### config.mk
export PLATFORM = sky130hd
export DESIGN_NAME = dds_cmd_rx
export DESIGN_NICKNAME = d
export VERILOG_FILES = /design/src/rtl/dds_cmd_pkg.sv /design/src/rtl/dds_ser_shift.sv /design/src/rtl/dds_reg_bank.sv /design/src/rtl/dds_cmd_rx.sv
export SDC_FILE = /design/constraint.sdc
export NUM_CORES = 1
export LEC_CHECK = 0
export ABC_AREA = 1
export BUFFER_PORTS_ARGS = -buffer_cell sky130_fd_sc_hd__buf_2
export CAP_MARGIN = 20
export CELL_PAD_IN_SITES_DETAIL_PLACEMENT = 0
export CELL_PAD_IN_SITES_GLOBAL_PLACEMENT = 2
export CORE_AREA = 2 2 143 145
export DETAILED_ROUTE_END_ITERATION = 10
export DIE_AREA = 0 0 145 147
export PLACE_DENSITY_LB_ADDON = 0.1
export SETUP_SLACK_MARGIN = 0.4
export SLEW_MARGIN = 20
export SYNTH_ARGS = -nofsm -noshare
export SYNTH_HDL_FRONTEND = slang
export SYNTH_HIERARCHICAL = 1
export SYNTH_SLANG_ARGS = --single-unit
### constraint.sdc
create_clock -name clk -period 2.55 [get_ports clk]
set_input_delay 0.255 -clock clk [delete_from_list [all_inputs] [get_ports clk]]
set_output_delay 0.255 -clock clk [all_outputs]
set_load 0.02 [all_outputs]
### src/rtl/dds_cmd_pkg.sv
package dds_cmd_pkg;
    localparam int WORD_W  = 16;
    localparam int HALF_W  = 14;
    localparam int FREQ_W  = 2 * HALF_W;
    localparam int PHASE_W = 12;
    localparam int N_FREQ  = 2;
    localparam int N_PHASE = 2;
    localparam int BIT_FULL  = 13;  // full-word (paired) frequency mode
    localparam int BIT_UPPER = 12;  // half select when not paired
    localparam int BIT_PSEL  = 13;  // phase register select inside a phase word

    typedef enum logic [1:0] {
        TGT_CTRL  = 2'b00,
        TGT_FREQ0 = 2'b01,
        TGT_FREQ1 = 2'b10,
        TGT_PHASE = 2'b11
    } target_e;
endpackage

### src/rtl/dds_ser_shift.sv
module dds_ser_shift #(
    parameter int WORD_W = 16,
    parameter int STAGES = 2
) (
    input  logic              clk,
    input  logic              rst_n,
    input  logic              ser_clk,
    input  logic              ser_dat,
    input  logic              frame_n,
    output logic              word_valid,
    output logic [WORD_W-1:0] word,
    output logic [$clog2(WORD_W)-1:0] bit_cnt,
    output logic              frame_idle
);
    localparam int CW = $clog2(WORD_W);
    localparam logic [CW-1:0] LAST = CW'(WORD_W - 1);

    typedef struct packed {
        logic [STAGES-1:0] sck;
        logic [STAGES-1:0] dat;
        logic [STAGES-1:0] fs;
        logic              sck_prev;
        logic [WORD_W-2:0] shreg;
        logic [CW-1:0]     cnt;
        logic              valid;
        logic [WORD_W-1:0] word;
    } state_t;

    state_t st_d, st_q;
    logic sck_now, fall;

    always_comb begin
        st_d       = st_q;
        st_d.valid = 1'b0;
        st_d.sck   = {st_q.sck[STAGES-2:0], ser_clk};
        st_d.dat   = {st_q.dat[STAGES-2:0], ser_dat};
        st_d.fs    = {st_q.fs[STAGES-2:0], frame_n};
        sck_now    = st_q.sck[STAGES-1];
        fall       = st_q.sck_prev & ~sck_now;
        st_d.sck_prev = sck_now;
        if (st_q.fs[STAGES-1]) begin
            st_d.cnt = '0;
        end else if (fall) begin
            st_d.shreg = {st_q.shreg[WORD_W-3:0], st_q.dat[STAGES-1]};
            if (st_q.cnt == LAST) begin
                st_d.valid = 1'b1;
                st_d.word  = {st_q.shreg, st_q.dat[STAGES-1]};
                st_d.cnt   = '0;
            end else begin
                st_d.cnt = st_q.cnt + 1'b1;
            end
        end
    end

    always_ff @(posedge clk or negedge rst_n) begin
        if (!rst_n) begin
            st_q          <= '0;
            st_q.sck      <= '1;
            st_q.fs       <= '1;
            st_q.sck_prev <= 1'b1;
        end else begin
            st_q <= st_d;
        end
    end

    assign word_valid = st_q.valid;
    assign word       = st_q.word;
    assign bit_cnt    = st_q.cnt;
    assign frame_idle = st_q.fs[STAGES-1];
endmodule

### src/rtl/dds_reg_bank.sv
module dds_reg_bank
    import dds_cmd_pkg::*;
(
    input  logic                            clk,
    input  logic                            rst_n,
    input  logic                            word_valid,
    input  logic [WORD_W-1:0]               word,
    output logic [HALF_W-1:0]               ctrl_word,
    output logic [N_FREQ-1:0][FREQ_W-1:0]   freq,
    output logic [N_PHASE-1:0][PHASE_W-1:0] phase,
    output logic                            pend
);
    typedef struct packed {
        logic [HALF_W-1:0]               ctrl;
        logic [N_FREQ-1:0][FREQ_W-1:0]   freq;
        logic [N_PHASE-1:0][PHASE_W-1:0] ph;
        logic                            pend;
        logic                            pend_idx;
        logic [HALF_W-1:0]               pend_lo;
    } bank_t;

    bank_t bk_d, bk_q;
    target_e          tgt;
    logic [HALF_W-1:0] payload;
    logic             fidx;

    always_comb begin
        bk_d    = bk_q;
        tgt     = target_e'(word[WORD_W-1 -: 2]);
        payload = word[HALF_W-1:0];
        fidx    = (tgt == TGT_FREQ1);
        if (word_valid) begin
            unique case (tgt)
                TGT_CTRL: begin
                    bk_d.ctrl = payload;
                    bk_d.pend = 1'b0;
                end
                TGT_FREQ0, TGT_FREQ1: begin
                    if (bk_q.ctrl[BIT_FULL]) begin
                        if (bk_q.pend && (bk_q.pend_idx == fidx)) begin
                            bk_d.freq[fidx] = {payload, bk_q.pend_lo};
                            bk_d.pend       = 1'b0;
                        end else begin
                            bk_d.pend     = 1'b1;
                            bk_d.pend_idx = fidx;
                            bk_d.pend_lo  = payload;
                        end
                    end else begin
                        bk_d.pend = 1'b0;
                        if (bk_q.ctrl[BIT_UPPER])
                            bk_d.freq[fidx][FREQ_W-1:HALF_W] = payload;
                        else
                            bk_d.freq[fidx][HALF_W-1:0] = payload;
                    end
                end
                TGT_PHASE: begin
                    bk_d.ph[word[BIT_PSEL]] = word[PHASE_W-1:0];
                end
                default: ;
            endcase
        end
    end

    always_ff @(posedge clk or negedge rst_n) begin
        if (!rst_n) bk_q <= '0;
        else        bk_q <= bk_d;
    end

    assign ctrl_word = bk_q.ctrl;
    assign freq      = bk_q.freq;
    assign phase     = bk_q.ph;
    assign pend      = bk_q.pend;
endmodule

### src/rtl/dds_cmd_rx.sv
module dds_cmd_rx
    import dds_cmd_pkg::*;
#(
    parameter int SYNC_STAGES = 2
) (
    input  logic               clk,
    input  logic               rst_n,
    input  logic               ser_clk,
    input  logic               ser_dat,
    input  logic               frame_n,
    output logic [HALF_W-1:0]  ctrl_word,
    output logic [FREQ_W-1:0]  freq0,
    output logic [FREQ_W-1:0]  freq1,
    output logic [PHASE_W-1:0] phase0,
    output logic [PHASE_W-1:0] phase1
);
    logic                            word_valid;
    logic [WORD_W-1:0]               word;
    logic [$clog2(WORD_W)-1:0]       bit_cnt;
    logic                            frame_idle;
    logic [N_FREQ-1:0][FREQ_W-1:0]   freq;
    logic [N_PHASE-1:0][PHASE_W-1:0] phase;
    logic                            pend;

    dds_ser_shift #(.WORD_W(WORD_W), .STAGES(SYNC_STAGES)) shift_i (
        .clk(clk), .rst_n(rst_n), .ser_clk(ser_clk), .ser_dat(ser_dat),
        .frame_n(frame_n), .word_valid(word_valid), .word(word),
        .bit_cnt(bit_cnt), .frame_idle(frame_idle)
    );

    dds_reg_bank bank_i (
        .clk(clk), .rst_n(rst_n), .word_valid(word_valid), .word(word),
        .ctrl_word(ctrl_word), .freq(freq), .phase(phase), .pend(pend)
    );

    assign freq0  = freq[0];
    assign freq1  = freq[1];
    assign phase0 = phase[0];
    assign phase1 = phase[1];
endmodule

### Word level (Yosys, flattened, before mapping)

Cells that the tools add are included.

| operators by class | value |
|---|---|
| add/sub/neg operators | 1 |
| order comparisons | 4 |
| eq/ne operators | 6 |
| mux-type cells | 23 |
| bitwise gates (word level) | 4 |
| reduce and logical (&&, ||, !) cells | 14 |

Operator list:

| cell | count |
|---|---|
| $bwmux W56 | 3 |
| $mux W56 | 3 |
| $demux W28 S1 | 3 |
| $mux W28 | 2 |
| $mux W17 | 2 |
| $bwmux W24 | 1 |
| $mux W21 | 1 |
| $mux W14 | 1 |
| $demux W12 S1 | 1 |
| $mux W12 | 1 |
| $mux W4 | 2 |
| $reduce_and A2 Y1 | 4 |
| $reduce_and A3 Y1 | 2 |
| $add A4 B1 Y4 const B | 1 |
| $eq A2 B2 Y1 const B | 2 |
| $eq A4 B4 Y1 const B | 1 |
| $lt A1 B2 Y1 const B | 2 |
| $reduce_and A4 Y1 | 1 |
| $reduce_bool A2 Y1 | 2 |
| $logic_and A1 B1 Y1 | 3 |
| $not A1 Y1 | 3 |
| $eq A2 B1 Y1 const B | 1 |
| $ge A1 B1 Y1 const B | 2 |
| $logic_not A2 Y1 | 1 |
| other kinds (6) | 7 |

| storage, ports and cells | value |
|---|---|
| register bits | 153 |
| input port bits | 5 |
| word-level logic and storage cells | 68 |

### Longest topological paths before layout

Gate-level depths: netlist of the first run.

| depth | value |
|---|---|
| depth in word-level cells | 8 |
| mapped depth | 12 |
| depth with buffers taken out | 9 |

### Hierarchy

The synthesis of the first run kept the hierarchy.

By module, submodules not included:

| module | instances | cells an instance | area an instance (um^2) | seq. area each (um^2) |
|---|---|---|---|---|
| dds_reg_bank | 1 | 676 | 5,627.9 | 2,752.6 |
| dds_ser_shift | 1 | 184 | 1,811.7 | 1,082.3 |

### Worst setup path before layout of the first run

No wires, ideal clock.

| timing path | value |
|---|---|
| path kind | register -> register |
| from | register shift_i.st_q (netlist bit shift_i/word[14]) |
| to | register bank_i.bk_q (netlist bit bank_i/freq[21]) |
| arrival | 1,578 ps |
| data required time | 2,433 ps |
| slack | 855 ps |
| stages on the path, launching flop included | 13 |
| path buffers | 3 |
| cells stage by stage | dfrtp_1 > buf_4 > inv_1 > ha_1 > buf_4 > inv_4 > nand2_2 > nand3_2 > a21oi_4 > nand2_2 > buf_2 > nand2_1 > nand2_1 |

| between the ends | value |
|---|---|
| cells in the longest elaborated chain, start to end | 8 |
| elaborated cells between the ends (all ways) | 21 |

Ends and longest elaborated chain:

| element | RTL line | text |
|---|---|---|
| start: declaration | dds_ser_shift.sv:29 | `state_t st_d, st_q;` |
| start signal: assignment | dds_ser_shift.sv:62 | `st_q <= st_d;` |
| $eq A2 B2 Y1 (*) | dds_reg_bank.sv:31 | `fidx = (tgt == TGT_FREQ1);` |
| via bank_i.fidx | dds_reg_bank.sv:25 | `logic fidx;` |
| $lt A1 B2 Y1 (implied by the code) / $ge A1 B1 Y1 (equally long branches) | dds_reg_bank.sv:41, dds_reg_bank.sv:51 |  |
| $logic_and A1 B1 Y1 (implied by the code) | dds_reg_bank.sv:41, dds_reg_bank.sv:51 |  |
| $mux W28 (on tied branches) | dds_reg_bank.sv:51, dds_reg_bank.sv:41 |  |
| $demux W28 S1 | -- |  |
| $bwmux W56 (on tied branches) | dds_reg_bank.sv:51, dds_reg_bank.sv:41 |  |
| $mux W56 (on tied branches) | dds_reg_bank.sv:50, dds_reg_bank.sv:40 |  |
| $mux W56 | dds_reg_bank.sv:39 | `if (bk_q.ctrl[BIT_FULL]) begin` |
| end signal: assignment | dds_reg_bank.sv:66 | `else bk_q <= bk_d;` |
| end: declaration | dds_reg_bank.sv:22 | `bank_t bk_d, bk_q;` |

The timed path passes the listed nets; every way through them passes the cells marked *. The select of a mux whose other input is x is not followed.
A chain may end at the register's enable or synchronous reset.

### Worst setup path after layout of the first run

| timing path | value |
|---|---|
| from | register shift_i.st_q (netlist bit shift_i/word[14]) |
| to | register bank_i.bk_q (netlist bit bank_i/freq[40]) |

| between the ends | value |
|---|---|
| cells in the longest elaborated chain, start to end | 8 |
| elaborated cells between the ends (all ways) | 21 |

Ends and longest elaborated chain:

| element | RTL line |
|---|---|
| $eq A2 B2 Y1 (*) | dds_reg_bank.sv:31 |
| via bank_i.fidx | dds_reg_bank.sv:25 |
| $lt A1 B2 Y1 (implied by the code) / $ge A1 B1 Y1 (equally long branches) | dds_reg_bank.sv:41, dds_reg_bank.sv:53 |
| $logic_and A1 B1 Y1 (implied by the code) | dds_reg_bank.sv:41, dds_reg_bank.sv:53 |
| $mux W14 (implied by the code) / $mux W28 (equally long branches) | dds_reg_bank.sv:53, dds_reg_bank.sv:41 |
| $demux W28 S1 | -- |
| $bwmux W56 (on tied branches) | dds_reg_bank.sv:53, dds_reg_bank.sv:41 |
| $mux W56 (on tied branches) | dds_reg_bank.sv:50, dds_reg_bank.sv:40 |
| $mux W56 | dds_reg_bank.sv:39 |

Marked as above.

==> results by group, run 1 <==
STA
  – Setup_tns: 0 ns
  – Final Cycle Share: 0.759
  – Slew margin rel.: 0.490
  – Slew Limit Fails: 0
  – Unrepaired setup endpoints after global routing: no
  – Final Hold Vio Count: 0
  – Max Freq: 517 MHz
  – Minimum clock period: 1.94 ns
  – # setup viols final: 0
  – Clock Skews: 0.00902 ns
  – Worst-margin pin slew: 0.763 ns

Clock network
  – Deepest clock path buffer count: 2
  – Clock slew at reported path FFs: 0.06 ns
  – CTS sink cnt: 153
  – Htree depth: 4
  – Clock Latency Late Sink: 0.43 ns
  – Num CTS Buffers: 17
  – CTS root buffer: clkbuf_16
  – CTS tree: yes
  – Post-CTS Setup Inserts: 0

Floorplanning
  – Row count: 52
  – Core Area: 0.0198 mm2
  – Die Span Y: 147 um
  – Die ar.: 0.0213 mm2
  – Initial core utilization: 0.373
  – Die W: 145 um
  – Ports: 99

Drt
  – Routed vias/inst: 4.86
  – First-pass DRT Iterations: 5
  – Detailed Route Iter0 Violations: 407
  – DRC violations left: 0
  – Vias: 5449
  – Drt wl/cell: 17.1 um
  – Post-DRT Antenna Nets: 0
  – Final WL: 19200 um

Pwr
  – PD cells: 663 mW/mm2
  – Peak supply drop: 0.460 mV
  – Static leakage: 4.17 nW
  – Overall power: 5.28 mW

Finish
  – Fillers: 2004
  – Register area: 0.00383 mm2
  – Area added between synthesis and finish: 7.65%
  – Diodes inserted: 0
  – Final Cell Area: 0.00798 mm2
  – Nets@finish: 848
  – Share of cells above drive strength 1: 0.196
  – Multi-input gate area: 0.00235 mm2

Place
  – PortBufs: 98
  – Hpwl dp: 12300 um
  – Cell Area, Placed: 0.00731 mm2
  – Gpl congestion: 0.722

GRT
  – Antenna violations before repair: 0
  – Global-route wire length before repair: 30300 um
  – GRT Util Overall: 0.184
  – Grt total ovfl: 0
  – Vias in the first global route: 5268
  – Largest net degree at the start of global routing: 58

Worst setup path
  – Setup slack, reg-to-reg: 0.61 ns
  – Reg-to-Reg End: bank_i/freq[40]
  – Setup crit start kind: flop
  – Crit end category: flop
  – CP max FO: 10
  – Critical Path RT: 2.86 ns
  – CP arrival: 2.25 ns
  – Crit Path Category: reg2reg
  – Reg2Reg Launch Point: shift_i/word[14]
  – Worst r2r path cells: 10

Logic synthesis
  – Synthesized area: 0.00741 mm2
  – Syn Nets: 866
  – Synth warn: 6
  – Post-Syn Instances: 856
  – Syn avg cell area: 8.66 um2

Run status
  – Status: finished clean

Min path
  – Hold crit path type: reg2reg
  – Hold Path Origin: shift_i/st_d[40]
  – Hold EP: shift_i/st_q[40]
  – WHS Path Cells: 0

Job
  – # Max-Cap Violations: 0
==> cells in the final DEF (no fill, tap or decap), drive strengths merged <==
master and n:
nand2 275, dfrtp 148, o21ai 131, buf 118, inv 36, nand3 34, nand4 30, a21oi 29
clkbuf 21, clkinv 6, ha 5, dfstp 5, bufinv 4, dlygate4sd3 4, nor2 4, xnor2 1
==> worst max path at each step <==
stage          slack (ns)              end        startpoint  depth (start not counted)
2_1_floorplan        0.85  bank_i/freq[21]  shift_i/word[14]                         12
3_3_place_gp         0.66  bank_i/freq[25]  shift_i/word[14]                          9
3_5_place_dp         0.58  bank_i/freq[51]  shift_i/word[14]                          9
4_1_cts              0.58  bank_i/freq[51]  shift_i/word[14]                          9
5_1_grt              0.42   bank_i/freq[3]  shift_i/word[14]                          9
6_report             0.61  bank_i/freq[40]  shift_i/word[14]                         10
==> per-layer routing <==
metal / track usage / share of wire / vias to the layer above
met5: 0 / 0 / -
met4: 0.0644 / 0.017 / 0
met3: 0.0323 / 0.040 / 23
met2: 0.300 / 0.47 / 132
met1: 0.249 / 0.47 / 2660
li1: - / - / 2634
==> power by group <==
| part | total (mW) | internal, mW | switching, mW |
|---|---|---|---|
| Sequential | 2.49 | 2.47 | 0.0250 |
| Clock | 2.68 | 1.67 | 1.01 |
| Combinational | 0.110 | 0.0275 | 0.0823 |
==> flip-flops by register name, summed over array words and instances, names as in the netlist <==
signal,flops
bank_i/freq,56
bank_i/phase,24
shift_i/st_q,17
shift_i/word,16
bank_i/bk_q,15
bank_i/ctrl_word,14
shift_i/bit_cnt,4
shift_i/st_d,3
bank_i/pend,1
shift_i/frame_idle,1
shift_i/sck_now,1
shift_i/word_valid,1
==> metrics by stage <==
step,util,hold slack [ns],std cells,setup slack [ns]
finish,0.402,0.353,1121,0.615
global route,0.402,0.360,1121,0.425
CTS,0.402,0.356,1121,0.577
detailed placement,0.368,0.277,1085,0.584
global placement,0.368,0.280,1085,0.658
floorplan,-,-0.0406,856,0.855
==> area by class of cell <==
class	count	area share
Sequential cell	153	0.481
Multi-Input combinational cell	509	0.295
Timing Repair Buffer	122	0.0877
Clock buffer	21	0.0565
Tap cell	270	0.0424
Clock inverter	11	0.0213
Inverter	35	0.0168
==> what timing repair did <==
| action | 4_1_cts | 5_1_grt |
|---|---|---|
| hold buffers | 4 | 0 |
| setup endpoints to repair | 0 | 16 |
| resized for setup | 0 | 1 |
| endpoints found under the hold margin | 52 | 0 |
==> critical path: stages, from the launching register on <==
cell	delay, ns
dfrtp_1	0.40
inv_1	0.09
ha_1	0.35
inv_4	0.05
nand2_2	0.06
nand3_2	0.10
nand2_1	0.11
nand4_1	0.24
buf_4	0.28
nand2_1	0.07
nand2_1	0.06
No activity file was read; power rests on OpenSTA's default activity.
==> run 2: changes to the inputs <==
CORE_AREA = 2 2 149 151   (was 2 2 143 145)
DIE_AREA = 0 0 151 153   (was 0 0 145 147)
clock period = 1.8 ns   (was 2.55 ns; I/O delays follow)
==> run 2 against run 1 <==
Net effect:
- register-to-register slack worse by 0.39 ns
- maximum frequency is 23% higher
- clock power rose by 40%
- hold slack worse by 0.13 ns
- worst setup slack lost 0.39 ns
- die area is 8.4% higher
- via count is essentially flat
- utilization fell by 0.60 points
- combinational power increased by 49%
- cell count rose by 3.5%
- wire length increased by 3.4%
- cell area increased by 6.7%
- critical endpoint is now bank_i/freq[10]
- largest cell class unchanged
==> results by group, run 2 (synthesis results as in run 1) <==
Clock network
  – Clock Latency Late Sink: 0.43 ns
  – CTS tree: yes
  – CTS sink cnt: 153
  – Deepest clock path buffer count: 2
  – Htree depth: 4
  – CTS root buffer: clkbuf_16
  – Num CTS Buffers: 17
  – Clock slew at reported path FFs: 0.07 ns

STA
  – Unrepaired setup endpoints after global routing: yes
  – Minimum clock period: 1.58 ns
  – Slew Limit Fails: 0
  – Final Cycle Share: 0.876
  – Setup_tns: 0 ns
  – Slew margin rel.: 0.694
  – Worst-margin pin slew: 0.454 ns
  – Final Hold Vio Count: 0
  – # setup viols final: 0
  – Clock Skews: 0.0102 ns
  – Min setup slack post-route: 0.223 ns
  – Max Freq: 634 MHz

Drt
  – First-pass DRT Iterations: 5
  – Detailed Route Iter0 Violations: 370
  – Vias: 5450
  – Drt wl/cell: 17.1 um
  – Final WL: 19900 um
  – Routed vias/inst: 4.70
  – Post-DRT Antenna Nets: 0
  – DRC violations left: 0

Finish
  – Area added between synthesis and finish: 14.8%
  – Share of cells above drive strength 1: 0.242
  – Most frequent cells in the layout: nand2_1, dfrtp_1, o21ai_0, buf_2, inv_1
  – Register area: 0.00384 mm2
  – Nets@finish: 877
  – Multi-input gate area: 0.00246 mm2
  – Diodes inserted: 0
  – Most common cell after layout, fill and taps aside: nand2_1
  – Fillers: 2247
  – Final Cell Area: 0.00851 mm2
  – Max reg flops: 56
  – Final Non-Filler Cells: 1160

Run status
  – Status: finished clean

Worst setup path
  – CP max FO: 7
  – CP arrival: 1.94 ns
  – Crit Path Category: reg2reg
  – Setup crit start kind: flop
  – Worst r2r path cells: 10
  – Critical Path RT: 2.16 ns
  – Crit end category: flop

Pwr
  – Static leakage: 4.34 nW
  – Overall power: 7.44 mW
  – Peak supply drop: 0.552 mV
  – PD cells: 874 mW/mm2

Place
  – Pre-CTS setup slack: 0.0761 ns
  – Gpl congestion: 0.754
  – PortBufs: 98
  – Hpwl dp: 12700 um
  – Placed insts: 1107
  – Cell Area, Placed: 0.00750 mm2

Floorplanning
  – Row count: 54
  – Die ar.: 0.0231 mm2
  – Die Span Y: 153 um
  – Die W: 151 um
  – Initial core utilization: 0.345
  – Ports: 99
  – Core Area: 0.0215 mm2

GRT
  – Vias in the first global route: 5492
  – Antenna violations before repair: 0
  – Global-route wire length before repair: 31200 um
  – Largest net degree at the start of global routing: 59
  – GRT Util Overall: 0.177
  – Grt total ovfl: 0

Min path
  – Hold crit path type: in2async

Job
  – # Max-Cap Violations: 0
-- run 2: layout make-up --
cell class | instances | area share
Clock buffer | 17 | 0.0500
Sequential cell | 153 | 0.451
Inverter | 35 | 0.0163
Timing Repair Buffer | 150 | 0.130
Multi-Input combinational cell | 510 | 0.289
Tap cell | 280 | 0.0412
Clock inverter | 15 | 0.0221
-- run 2: per-stage QoR --
step            util  hold WS (ns)
2_1_floorplan      -        -0.116
3_3_place_gp   0.349         0.108
3_5_place_dp   0.349         0.113
4_1_cts        0.389         0.231
5_1_grt        0.396         0.261
6_report       0.396         0.223
-- run 2: where the power goes --
group	switching [mW]	internal (mW)	total, mW
combinational	0.116	0.0476	0.164
clock	1.53	2.21	3.74
sequential	0.0348	3.50	3.53
-- run 2: path summary, 6_finish.rpt --
| kind | start | endpoint | slack [ns] |
|---|---|---|---|
| max reg2reg | shift_i/word[14] | bank_i/freq[10] | 0.22 |
| max in group asynchronous | rst_n | shift_i/word[15] | 0.87 |
| min in group clk | shift_i/st_d[40] | shift_i/st_q[40] | 0.35 |
| max | shift_i/word[14] | bank_i/freq[10] | 0.22 |
| min | rst_n | shift_i/word[2] | 0.22 |
| min reg2reg | shift_i/st_d[40] | shift_i/st_q[40] | 0.35 |
-- run 2: worst max-delay path, stage by stage, from the launching register on --
cell,delay (ns)
dfrtp_1,0.40
inv_4,0.07
ha_4,0.17
inv_6,0.04
nand2_4,0.05
nand3_4,0.08
a21oi_4,0.17
buf_6,0.17
buf_12,0.12
nand4_1,0.13
nand2_1,0.09
-- run 2: repair_timing --
| item | CTS | global route |
|---|---|---|
| pin swaps | 4 | 0 |
| hold buffers | 4 | 0 |
| setup buffers | 9 | 1 |
| gates cloned | 3 | 4 |
| gates resized for setup | 21 | 31 |
| hold endpoints to repair | 35 | 0 |
| endpoints found under the setup margin | 90 | 106 |
-- run 2: layer usage --
| layer | share of wire | global-route usage |
|---|---|---|
| met4 | 0.014 | 0.0454 |
| met2 | 0.49 | 0.293 |
| met3 | 0.035 | 0.0373 |
| met1 | 0.47 | 0.235 |
| met5 | 0 | 0 |
